## config.mk

```make
export PLATFORM = sky130hd
export DESIGN_NAME = vic_top
export DESIGN_NICKNAME = d
export VERILOG_FILES = /design/src/rtl/vic_pkg.sv /design/src/rtl/vic_regs.sv /design/src/rtl/vic_select.sv /design/src/rtl/vic_out.sv /design/src/rtl/vic_top.sv
export SDC_FILE = /design/constraint.sdc
export NUM_CORES = 1
export LEC_CHECK = 0
export ABC_CLOCK_PERIOD_IN_PS = 49900
export CAP_MARGIN = 30
export CORE_ASPECT_RATIO = 1.75
export CORE_MARGIN = 5
export CORE_UTILIZATION = 55
export DETAILED_ROUTE_END_ITERATION = 8
export DONT_BUFFER_PORTS = 1
export PLACE_DENSITY_LB_ADDON = 0.05
export SLEW_MARGIN = 0
export SYNTH_ARGS = -nofsm -noshare
export SYNTH_HDL_FRONTEND = slang
export SYNTH_SLANG_ARGS = --single-unit
```

## constraint.sdc

```tcl
create_clock -name clk -period 49.9 [get_ports clk]
set_input_delay 4.99 -clock clk [delete_from_list [all_inputs] [get_ports clk]]
set_output_delay 4.99 -clock clk [all_outputs]
set_load 0.02 [all_outputs]
```

## src/rtl/vic_pkg.sv

```systemverilog
// vic_pkg: shared constants, the candidate record passed from selection
// to output stage, and the source-to-priority-field grouping.
// Assumes a 4-bit priority and at most 256 sources.
package vic_pkg;
    localparam int unsigned PRIO_W     = 4;
    localparam int unsigned FLD_PER_RG = 4;
    localparam int unsigned IDX_W      = 8;
    localparam int unsigned PREG_W     = 16;
    localparam int unsigned RD_W       = 32;
    localparam int unsigned MASK_BASE  = 'h184;
    localparam int unsigned CLR_OFS    = 'h40;
    localparam int unsigned EVT_ADDR   = 'h100;

    typedef struct packed {
        logic              vld;
        logic [PRIO_W-1:0] prio;
        logic [IDX_W-1:0]  idx;
    } cand_t;

    // Grouping: shared fields for sources 16..19 and 20..23.
    function automatic int unsigned field_of(input int unsigned s);
        if (s < 16)      return s;
        else if (s < 20) return 16;
        else if (s < 24) return 17;
        else             return s - 6;
    endfunction

    function automatic int unsigned num_fields(input int unsigned n);
        return field_of(n - 1) + 1;
    endfunction
endpackage

```

## src/rtl/vic_regs.sv

```systemverilog
// vic_regs: mask registers (set and clear addresses) and packed priority
// registers, plus the registered read-back mux.
// Assumes word-aligned addresses; writes take one edge, reads answer
// one edge after rd_en.
module vic_regs
    import vic_pkg::*;
#(
    parameter int unsigned NUM_SRC = 32,
    parameter int unsigned ADDR_W  = 9,
    localparam int unsigned NUM_MREG = (NUM_SRC + 7) / 8,
    localparam int unsigned NUM_FLD  = num_fields(NUM_SRC),
    localparam int unsigned NUM_PREG = (NUM_FLD + FLD_PER_RG - 1) / FLD_PER_RG
) (
    input  logic                      clk,
    input  logic                      rst_n,
    input  logic                      wr_en,
    input  logic                      rd_en,
    input  logic [ADDR_W-1:0]         addr,
    input  logic [PREG_W-1:0]         wdata,
    input  logic [15:0]               evt_code,
    output logic [RD_W-1:0]           rdata,
    output logic [NUM_SRC-1:0]        mask_o,
    output logic [NUM_FLD*PRIO_W-1:0] fields_o
);
    logic [NUM_MREG*8-1:0]      mask_q;
    logic [NUM_PREG*PREG_W-1:0] prio_q;
    logic [RD_W-1:0]            rd_mux;

    for (genvar k = 0; k < NUM_MREG; k++) begin : g_mask
        localparam logic [ADDR_W-1:0] SET_A = ADDR_W'(MASK_BASE + 4 * k);
        localparam logic [ADDR_W-1:0] CLR_A = ADDR_W'(MASK_BASE + CLR_OFS + 4 * k);
        // Mask register k: set on SET_A, clear on CLR_A.
        always_ff @(posedge clk) begin
            if (!rst_n)
                mask_q[k*8 +: 8] <= 8'hFF;
            else if (wr_en && addr == SET_A)
                mask_q[k*8 +: 8] <= mask_q[k*8 +: 8] | wdata[7:0];
            else if (wr_en && addr == CLR_A)
                mask_q[k*8 +: 8] <= mask_q[k*8 +: 8] & ~wdata[7:0];
        end
    end

    for (genvar r = 0; r < NUM_PREG; r++) begin : g_prio
        localparam logic [ADDR_W-1:0] PRIO_A = ADDR_W'(4 * r);
        // Priority register r: whole 16-bit write.
        always_ff @(posedge clk) begin
            if (!rst_n)
                prio_q[r*PREG_W +: PREG_W] <= '0;
            else if (wr_en && addr == PRIO_A)
                prio_q[r*PREG_W +: PREG_W] <= wdata;
        end
    end

    // Read-back decode; unmapped addresses give zero.
    always_comb begin
        rd_mux = '0;
        if (addr == ADDR_W'(EVT_ADDR))
            rd_mux = RD_W'(evt_code);
        for (int k = 0; k < NUM_MREG; k++) begin
            if (addr == ADDR_W'(MASK_BASE + 4 * k) ||
                addr == ADDR_W'(MASK_BASE + CLR_OFS + 4 * k))
                rd_mux = RD_W'(mask_q[k*8 +: 8]);
        end
        for (int r = 0; r < NUM_PREG; r++) begin
            if (addr == ADDR_W'(4 * r))
                rd_mux = RD_W'(prio_q[r*PREG_W +: PREG_W]);
        end
    end

    // Read data register, loaded only on a read strobe.
    always_ff @(posedge clk) begin
        if (!rst_n)
            rdata <= '0;
        else if (rd_en)
            rdata <= rd_mux;
    end

    assign mask_o   = mask_q[NUM_SRC-1:0];
    assign fields_o = prio_q[NUM_FLD*PRIO_W-1:0];
endmodule

```

## src/rtl/vic_select.sv

```systemverilog
// vic_select: combinational choice of the winning source.
// Eligible = requesting, unmasked, non-zero priority; highest
// priority wins, lowest index on ties. Assumes NUM_SRC <= 256.
module vic_select
    import vic_pkg::*;
#(
    parameter int unsigned NUM_SRC = 32
) (
    input  logic [NUM_SRC-1:0]        req,
    input  logic [NUM_SRC-1:0]        mask,
    input  logic [NUM_SRC*PRIO_W-1:0] src_prio,
    output cand_t                     best
);
    // Linear scan; strict compare keeps the lowest index on a tie.
    always_comb begin
        best = '0;
        for (int s = 0; s < NUM_SRC; s++) begin
            if (req[s] && !mask[s] && src_prio[s*PRIO_W +: PRIO_W] != '0 &&
                (!best.vld || src_prio[s*PRIO_W +: PRIO_W] > best.prio)) begin
                best.vld  = 1'b1;
                best.prio = src_prio[s*PRIO_W +: PRIO_W];
                best.idx  = IDX_W'(s);
            end
        end
    end
endmodule

```

## src/rtl/vic_out.sv

```systemverilog
// vic_out: registers the selection into the parent interrupt line and
// the event code. Assumes the code fits 16 bits.
module vic_out
    import vic_pkg::*;
#(
    parameter int unsigned EVT_BASE = 'h400,
    parameter int unsigned EVT_STEP = 'h20
) (
    input  logic        clk,
    input  logic        rst_n,
    input  cand_t       best,
    output logic        irq,
    output logic [15:0] code
);
    // One-edge output stage; zero code while nothing is eligible.
    always_ff @(posedge clk) begin
        if (!rst_n) begin
            irq  <= 1'b0;
            code <= '0;
        end else begin
            irq  <= best.vld;
            code <= best.vld ? 16'(EVT_BASE + int'(best.idx) * EVT_STEP) : 16'h0;
        end
    end
endmodule

```

## src/rtl/vic_top.sv

```systemverilog
// vic_top: vectored interrupt controller with per-source masking and
// grouped 4-bit priorities. Maps each source to its priority field,
// selects a winner and drives one interrupt to the parent.
// Assumes level requests already synchronous to clk.
module vic_top
    import vic_pkg::*;
#(
    parameter int unsigned NUM_SRC  = 32,
    parameter int unsigned ADDR_W   = 9,
    parameter int unsigned EVT_BASE = 'h400,
    parameter int unsigned EVT_STEP = 'h20
) (
    input  logic               clk,
    input  logic               rst_n,
    input  logic [NUM_SRC-1:0] irq_req_i,
    input  logic               wr_en_i,
    input  logic               rd_en_i,
    input  logic [ADDR_W-1:0]  addr_i,
    input  logic [15:0]        wdata_i,
    output logic [31:0]        rdata_o,
    output logic               irq_o
);
    localparam int unsigned NUM_FLD = num_fields(NUM_SRC);

    logic [NUM_SRC-1:0]        mask_bits;
    logic [NUM_FLD*PRIO_W-1:0] fields;
    logic [NUM_SRC*PRIO_W-1:0] src_prio;
    logic [15:0]               evt_code;
    cand_t                     best;

    vic_regs #(.NUM_SRC(NUM_SRC), .ADDR_W(ADDR_W)) u_regs (
        .clk      (clk),
        .rst_n    (rst_n),
        .wr_en    (wr_en_i),
        .rd_en    (rd_en_i),
        .addr     (addr_i),
        .wdata    (wdata_i),
        .evt_code (evt_code),
        .rdata    (rdata_o),
        .mask_o   (mask_bits),
        .fields_o (fields)
    );

    // Source-to-field routing.
    for (genvar s = 0; s < NUM_SRC; s++) begin : g_route
        localparam int unsigned FLD = field_of(s);
        assign src_prio[s*PRIO_W +: PRIO_W] = fields[FLD*PRIO_W +: PRIO_W];
    end

    vic_select #(.NUM_SRC(NUM_SRC)) u_select (
        .req      (irq_req_i),
        .mask     (mask_bits),
        .src_prio (src_prio),
        .best     (best)
    );

    vic_out #(.EVT_BASE(EVT_BASE), .EVT_STEP(EVT_STEP)) u_out (
        .clk   (clk),
        .rst_n (rst_n),
        .best  (best),
        .irq   (irq_o),
        .code  (evt_code)
    );
endmodule

```

# ---- Word level (Yosys, flattened, before mapping)
# Cells that the tools add are included.
dict set report word_totals {
  reg_bits 193
  latch_bits 0
  ramBits 0
  rom_bits 0
  out_inout_bits 33
  elab_cells 362
  memories 0
}
dict set report classes {
  add_sub_neg 1
  multipliers 0
  n_div 0
  magnitude_cmp 31
  n_eq_ne 15
  shifts 0
  mux 52
  bitwise_logic 9
  n_reduce_logical 240
}
# op count
set op_table {}
lappend op_table {{2-to-1 mux 13 bit} 32}
lappend op_table {{2-to-1 mux 16 bit} 12}
lappend op_table {{greater-than comparator 4 bit} 31}
lappend op_table {{logical AND 1 bit} 110}
lappend op_table {{nonzero test 4 bit} 26}
lappend op_table {{equality test 9 bit (second input constant)} 9}
lappend op_table {{2-to-1 mux 8 bit} 8}
lappend op_table {{logical NOT 1 bit} 63}
lappend op_table {{logical OR 1 bit} 35}
lappend op_table {{bitwise AND 8 bit} 4}
lappend op_table {{OR 8 bit} 4}
lappend op_table {{equality test 9 x 5 -> 1 bit (second input constant)} 3}
lappend op_table {{equality test 9 x 4 -> 1 bit (second input constant)} 2}
lappend op_table {{adder 11 x 13 -> 14 bit (first input constant)} 1}
lappend op_table {{equality test 9 x 3 -> 1 bit (second input constant)} 1}
lappend op_table {{logical NOT 9 bit} 1}
lappend op_table {{NOT 8 bit} 1}
lappend op_table {{nonzero test 2 bit} 4}
lappend op_table {{AND reduction 2 bit} 1}

# ---- Longest topological paths before layout
dict set report depth {
  depth_word 129
  ltp_mapped 272
}

# ---- Modules after synthesis
# A second synthesis with hierarchy kept.
dict set report hier_totals {
  cells_unflattened 2194
  area_unflattened_um2 15927.8
}
# module n_inst cells_per_inst area_each_um2 seq_area_each_um2
set modules_own_cells {}
lappend modules_own_cells {vic_regs 1 1104 8366.8 3203.1}
lappend modules_own_cells {vic_select 1 1058 7211.9 0.0}
lappend modules_own_cells {vic_out 1 32 349.1 200.2}

# ---- Worst setup path before layout
# No wires, ideal clock.
dict set report synth_timing {
  path_type {input to register}
  from {in irq_req_i[0]}
  to {reg u_out.code[8]}
  setup_ns 0.136
  arrival_ns 49.074
  required_time_ns 49.764
  slack_ns 0.691
  path_stages 254
  path_cell_list {nor2b_1 -> nand2_1 -> ha_1 -> nor2b_1 -> o211ai_1 -> and2_1 -> o21ai_0 -> nand2_1 -> mux2i_1 -> inv_1 -> ha_1 -> nor2b_1 -> o211ai_1 -> a21oi_1 -> o21ai_1 -> mux2_2 -> inv_1 -> ha_1 -> [... 218 more ...] -> nand2b_1 -> a21oi_1 -> a41o_1 -> a21o_1 -> buf_2 -> nand2_1 -> o21ai_1 -> o21ba_1 -> ha_1 -> nor2b_1 -> o21ai_0 -> nand2b_1 -> a21oi_1 -> a41o_1 -> nand2_1 -> a21oi_1 -> and3_1 -> a31oi_1}
}
dict set report synth_via {
  elab_chain_cells 128
}
# item line_no
set synth_lines {}
lappend synth_lines {{start, declared} vic_top.sv:15} ;# input logic [NUM_SRC-1:0] irq_req_i,
lappend synth_lines {{logical AND 1 bit * (2 in a row)} vic_select.sv:18} ;# if (req[s] && !mask[s] && src_prio[s*PRIO_W +: PRIO_W] != '0 &&
lappend synth_lines {{2-to-1 mux 13 bit *} vic_select.sv:18}
lappend synth_lines {{greater-than comparator 4 bit or logical NOT 1 bit (tied branches)} vic_select.sv:19} ;# (!best.vld || src_prio[s*PRIO_W +: PRIO_W] > best.prio)) begin
lappend synth_lines {{logical OR 1 bit} vic_select.sv:19}
lappend synth_lines {{logical AND 1 bit} vic_select.sv:18}
lappend synth_lines {{2-to-1 mux 13 bit *} vic_select.sv:18}
lappend synth_lines {{greater-than comparator 4 bit or logical NOT 1 bit (tied branches)} vic_select.sv:19}
lappend synth_lines {{logical OR 1 bit} vic_select.sv:19}
lappend synth_lines {{[... 111 more ...]} -}
lappend synth_lines {{logical OR 1 bit} vic_select.sv:19}
lappend synth_lines {{logical AND 1 bit} vic_select.sv:18}
lappend synth_lines {{2-to-1 mux 13 bit *} vic_select.sv:18}
lappend synth_lines {{greater-than comparator 4 bit or logical NOT 1 bit (tied branches)} vic_select.sv:19}
lappend synth_lines {{logical OR 1 bit} vic_select.sv:19}
lappend synth_lines {{logical AND 1 bit} vic_select.sv:18}
lappend synth_lines {{2-to-1 mux 13 bit *} vic_select.sv:18}
lappend synth_lines {{adder 11 x 13 -> 14 bit or AND reduction 2 bit (tied branches)} -}
lappend synth_lines {{end signal, assigned} vic_out.sv:22} ;# code <= best.vld ? 16'(EVT_BASE + int'(best.idx) * EVT_STEP) : 16'h0;
lappend synth_lines {{end, declared} vic_out.sv:13} ;# output logic [15:0] code
# Every way passes the cells marked *; elsewhere a longest branch is shown, timed or not.
# A chain may end at the register's enable or synchronous reset.

# ---- Final worst setup path
dict set report layout_timing {
  from {in irq_req_i[0]}
  to {reg u_out.code[9]}
}
# The elaborated chain is that of the path after synthesis.

==> metrics <==
worst ir drop on vdd=0.0213 mV; CP delay by family, top=compound AO/OA/AOI/OAI gates; crit path DAT=48.39 ns; register area=3340 um2; Initial Utilization=55.3%; Max Clk Rate=0.0208 GHz; ranking of synthesized cells by area=dfxtp_1 (25%), nand2_1 (9.3%), ha_1 (9.3%); setup violators final=0; Tmin final=48.11 ns; reg2reg setup slack=5.85 ns; io pins=94; crit-path max cell delay=0.45 ns; Clk Latency, worst-skew pair=0.43 ns; class of the worst hold path=flop to flop; startpoint types=input pin; total power=277 uW; flops & latches, synth=167; Die W=129 um; fin area=16300 um2; worst path bufs/invs=24; sequential area share after synthesis=24.7%; final worst path period share=96.4%; synth-to-layout area growth=20.4%; commonest non-fill, non-tap cells in the layout=nand2_1 (330), dfxtp_1 (167), a21oi_1 (166); Critical Path End Type=flop; count of unique library cells instantiated by Yosys=106; Die ar.=27900 um2; vias per std cell=6.62; area of the multi-input gates=10400 um2; antenna violations before repair=4; Crit Path Class=input pin to flop; Worst path slowest cell=a2111oi_4; Inserted Clock Buffers=17; yosys warns=0; core area=24400 um2; CTS tree=yes; Root Driver=clkbuf_16; most frequent CP cell=ha_1; cell row count=76; post-route ant nets=0; DRT Wirelength=52600 um; I/O Buffers=0; clock skew=0.00800 ns; commonest non-fill, non-tap cell in the layout=nand2_1; gr usage total=35.2%; H-tree Lvls=4; Pleak=6.02 nW; worst-margin pin slew=1.13 ns; global-route wire length before repair=76800 um; Post-synth EDFFs=0; drc violations=0; WP data required=50.18 ns; Power Dens Cells=17.0 nW/um2; final hold viol count=0; Mapped Area=13500 um2; Placed Instance Area=14000 um2; Mapped Cells=1820; fraction of layout cells with a size suffix above 1=22.6%; number of global-route vias before repair=13800; share of flip-flops with an asynchronous set or reset=0%; WL/cell=23.6 um; via count=14700; total gr overflow=0; Rel. slew slack=23.9%; nets=2056; GPL Wtd Cong=0.984; Main synth FF type=dfxtp_1; CTS clk-pin slew, worst paths=0.06 ns; fill count=2126; Worst Path Max Fanout=8; top cell type's share of synthesized area=24.7%; drt initial violations=1481; pin count of the biggest net entering global routing=72; clk buf depth=2; Final Max Tran Viols=0; largest area contributor in the netlist=dfxtp_1; status=finished clean; total of max-cap violations=0; Die H=217 um; DRT Pass-1 Iters=6; clk sink count=167; post-synthesis average cell area=7.43 um2; Final HPWL DP=38800 um
==> cells by family (layout without fill, tap and decap cells) <==
logic type               count (synthesis)  in the layout  synth area share (%)
AND/OR/NAND/NOR                        658            658                  23.4
adder cells (fa/ha/maj)                106            106                  9.73
AO/OA/AOI/OAI                          602            602                  29.7
XOR/XNOR                                 2              2                 0.130
other                                    1             20                0.0277
buffers and inverters                  210            283                  6.40
flip-flops                             167            167                  24.7
multiplexers                            74             74                  5.91
==> through the flow <==
stage	hold slack [ns]	setup WS, ns	cells	setup TNS [ns]	utilization [%]
3_3_place_gp	0.441	-1.07	2116	-4.87	57.4
3_5_place_dp	0.448	-2.24	2116	-10.61	57.4
4_1_cts	0.458	0.0224	2162	0	60.7
2_1_floorplan	0.434	0.691	1835	0	-
5_1_grt	0.481	-0.736	2223	-3.35	66.6
6_report	0.458	1.79	2224	0	66.6
==> cells in the mapped netlist (6+ instances only) <==
| cell | n |
|---|---|
| nand2_1 | 335 |
| a21oi_1 | 201 |
| dfxtp_1 | 167 |
| inv_1 | 112 |
| o21ai_0 | 107 |
| ha_1 | 100 |
| nor2_1 | 88 |
| clkbuf_1 | 72 |
| mux2_2 | 36 |
| mux2i_1 | 35 |
| nand3_1 | 34 |
| nor2b_1 | 27 |
| o211ai_1 | 25 |
| o311ai_0 | 25 |
| a31oi_1 | 20 |
| and2_1 | 20 |
| nor3_1 | 19 |
| nor3b_1 | 19 |
| buf_4 | 18 |
| nor4_1 | 18 |
| a22oi_1 | 16 |
| o21a_1 | 15 |
| o21ai_1 | 15 |
| a221oi_1 | 14 |
| a222oi_1 | 14 |
| a211oi_1 | 13 |
| a21boi_0 | 13 |
| a21o_1 | 13 |
| nand3b_1 | 12 |
| and3_1 | 11 |
| nand2b_1 | 11 |
| a22o_1 | 10 |
| nand4_1 | 9 |
| or2_2 | 9 |
| or4_1 | 8 |
| o22ai_1 | 7 |
| or3_1 | 7 |
| a41oi_1 | 6 |
| and3b_1 | 6 |
| and4_1 | 6 |
| o211a_1 | 6 |
==> worst reg2reg max path, delay by kind of cell (launching register included) <==
kind / cells / cell delay, ns
mux: 24 / 6.42
compound gates: 113 / 16.45
simple gates: 57 / 7.71
buf+inv: 24 / 2.77
flops: 1 / 0.58
fa+ha+maj: 36 / 9.99
==> area by class of cell <==
| cell class | count | area share [%] |
|---|---|---|
| well taps | 312 | 2.40 |
| clock buffers | 18 | 2.70 |
| inverters | 114 | 2.68 |
| multi-input cells | 1458 | 64.1 |
| flip-flops and latches | 167 | 20.5 |
| clock inverters | 14 | 1.01 |
| diodes | 4 | 0.0615 |
| repair buffers | 137 | 6.50 |
==> power breakdown <==
group          total (mW)  switching, mW  internal, mW
clock               0.135         0.0586        0.0763
combinational     0.00637        0.00446       0.00190
sequential          0.135        0.00156         0.134
==> per-layer routing <==
| metal | track usage, % | share of wire (%) | vias up |
|---|---|---|---|
| met4 | 17.6 | 6.2 | 0 |
| met5 | 0 | 0 | - |
| met3 | 7.20 | 8.3 | 199 |
| met1 | 39.8 | 36 | 7024 |
| met2 | 62.0 | 50 | 704 |
| li1 | - | - | 6805 |
==> timing repair <==
action                     in CTS  in global routing
setup endpoints to repair       5                  5
pin swaps                       9                116
hold buffers                    0                  0
gates resized for setup        33                233
buffers inserted               14                 58
cloned                          0                  1
==> worst paths after layout <==
kind	end	from	cells after the start
worst min register to register	u_regs.prio_q[105]	u_regs.prio_q[105]	2
worst max register to register	u_out.code[9]	flop	254
worst min-delay path	u_regs.prio_q[105]	u_regs.prio_q[105]	2
worst max-delay path	u_out.code[9]	irq_req_i[0]	254
(Power assumes the default switching activity.)
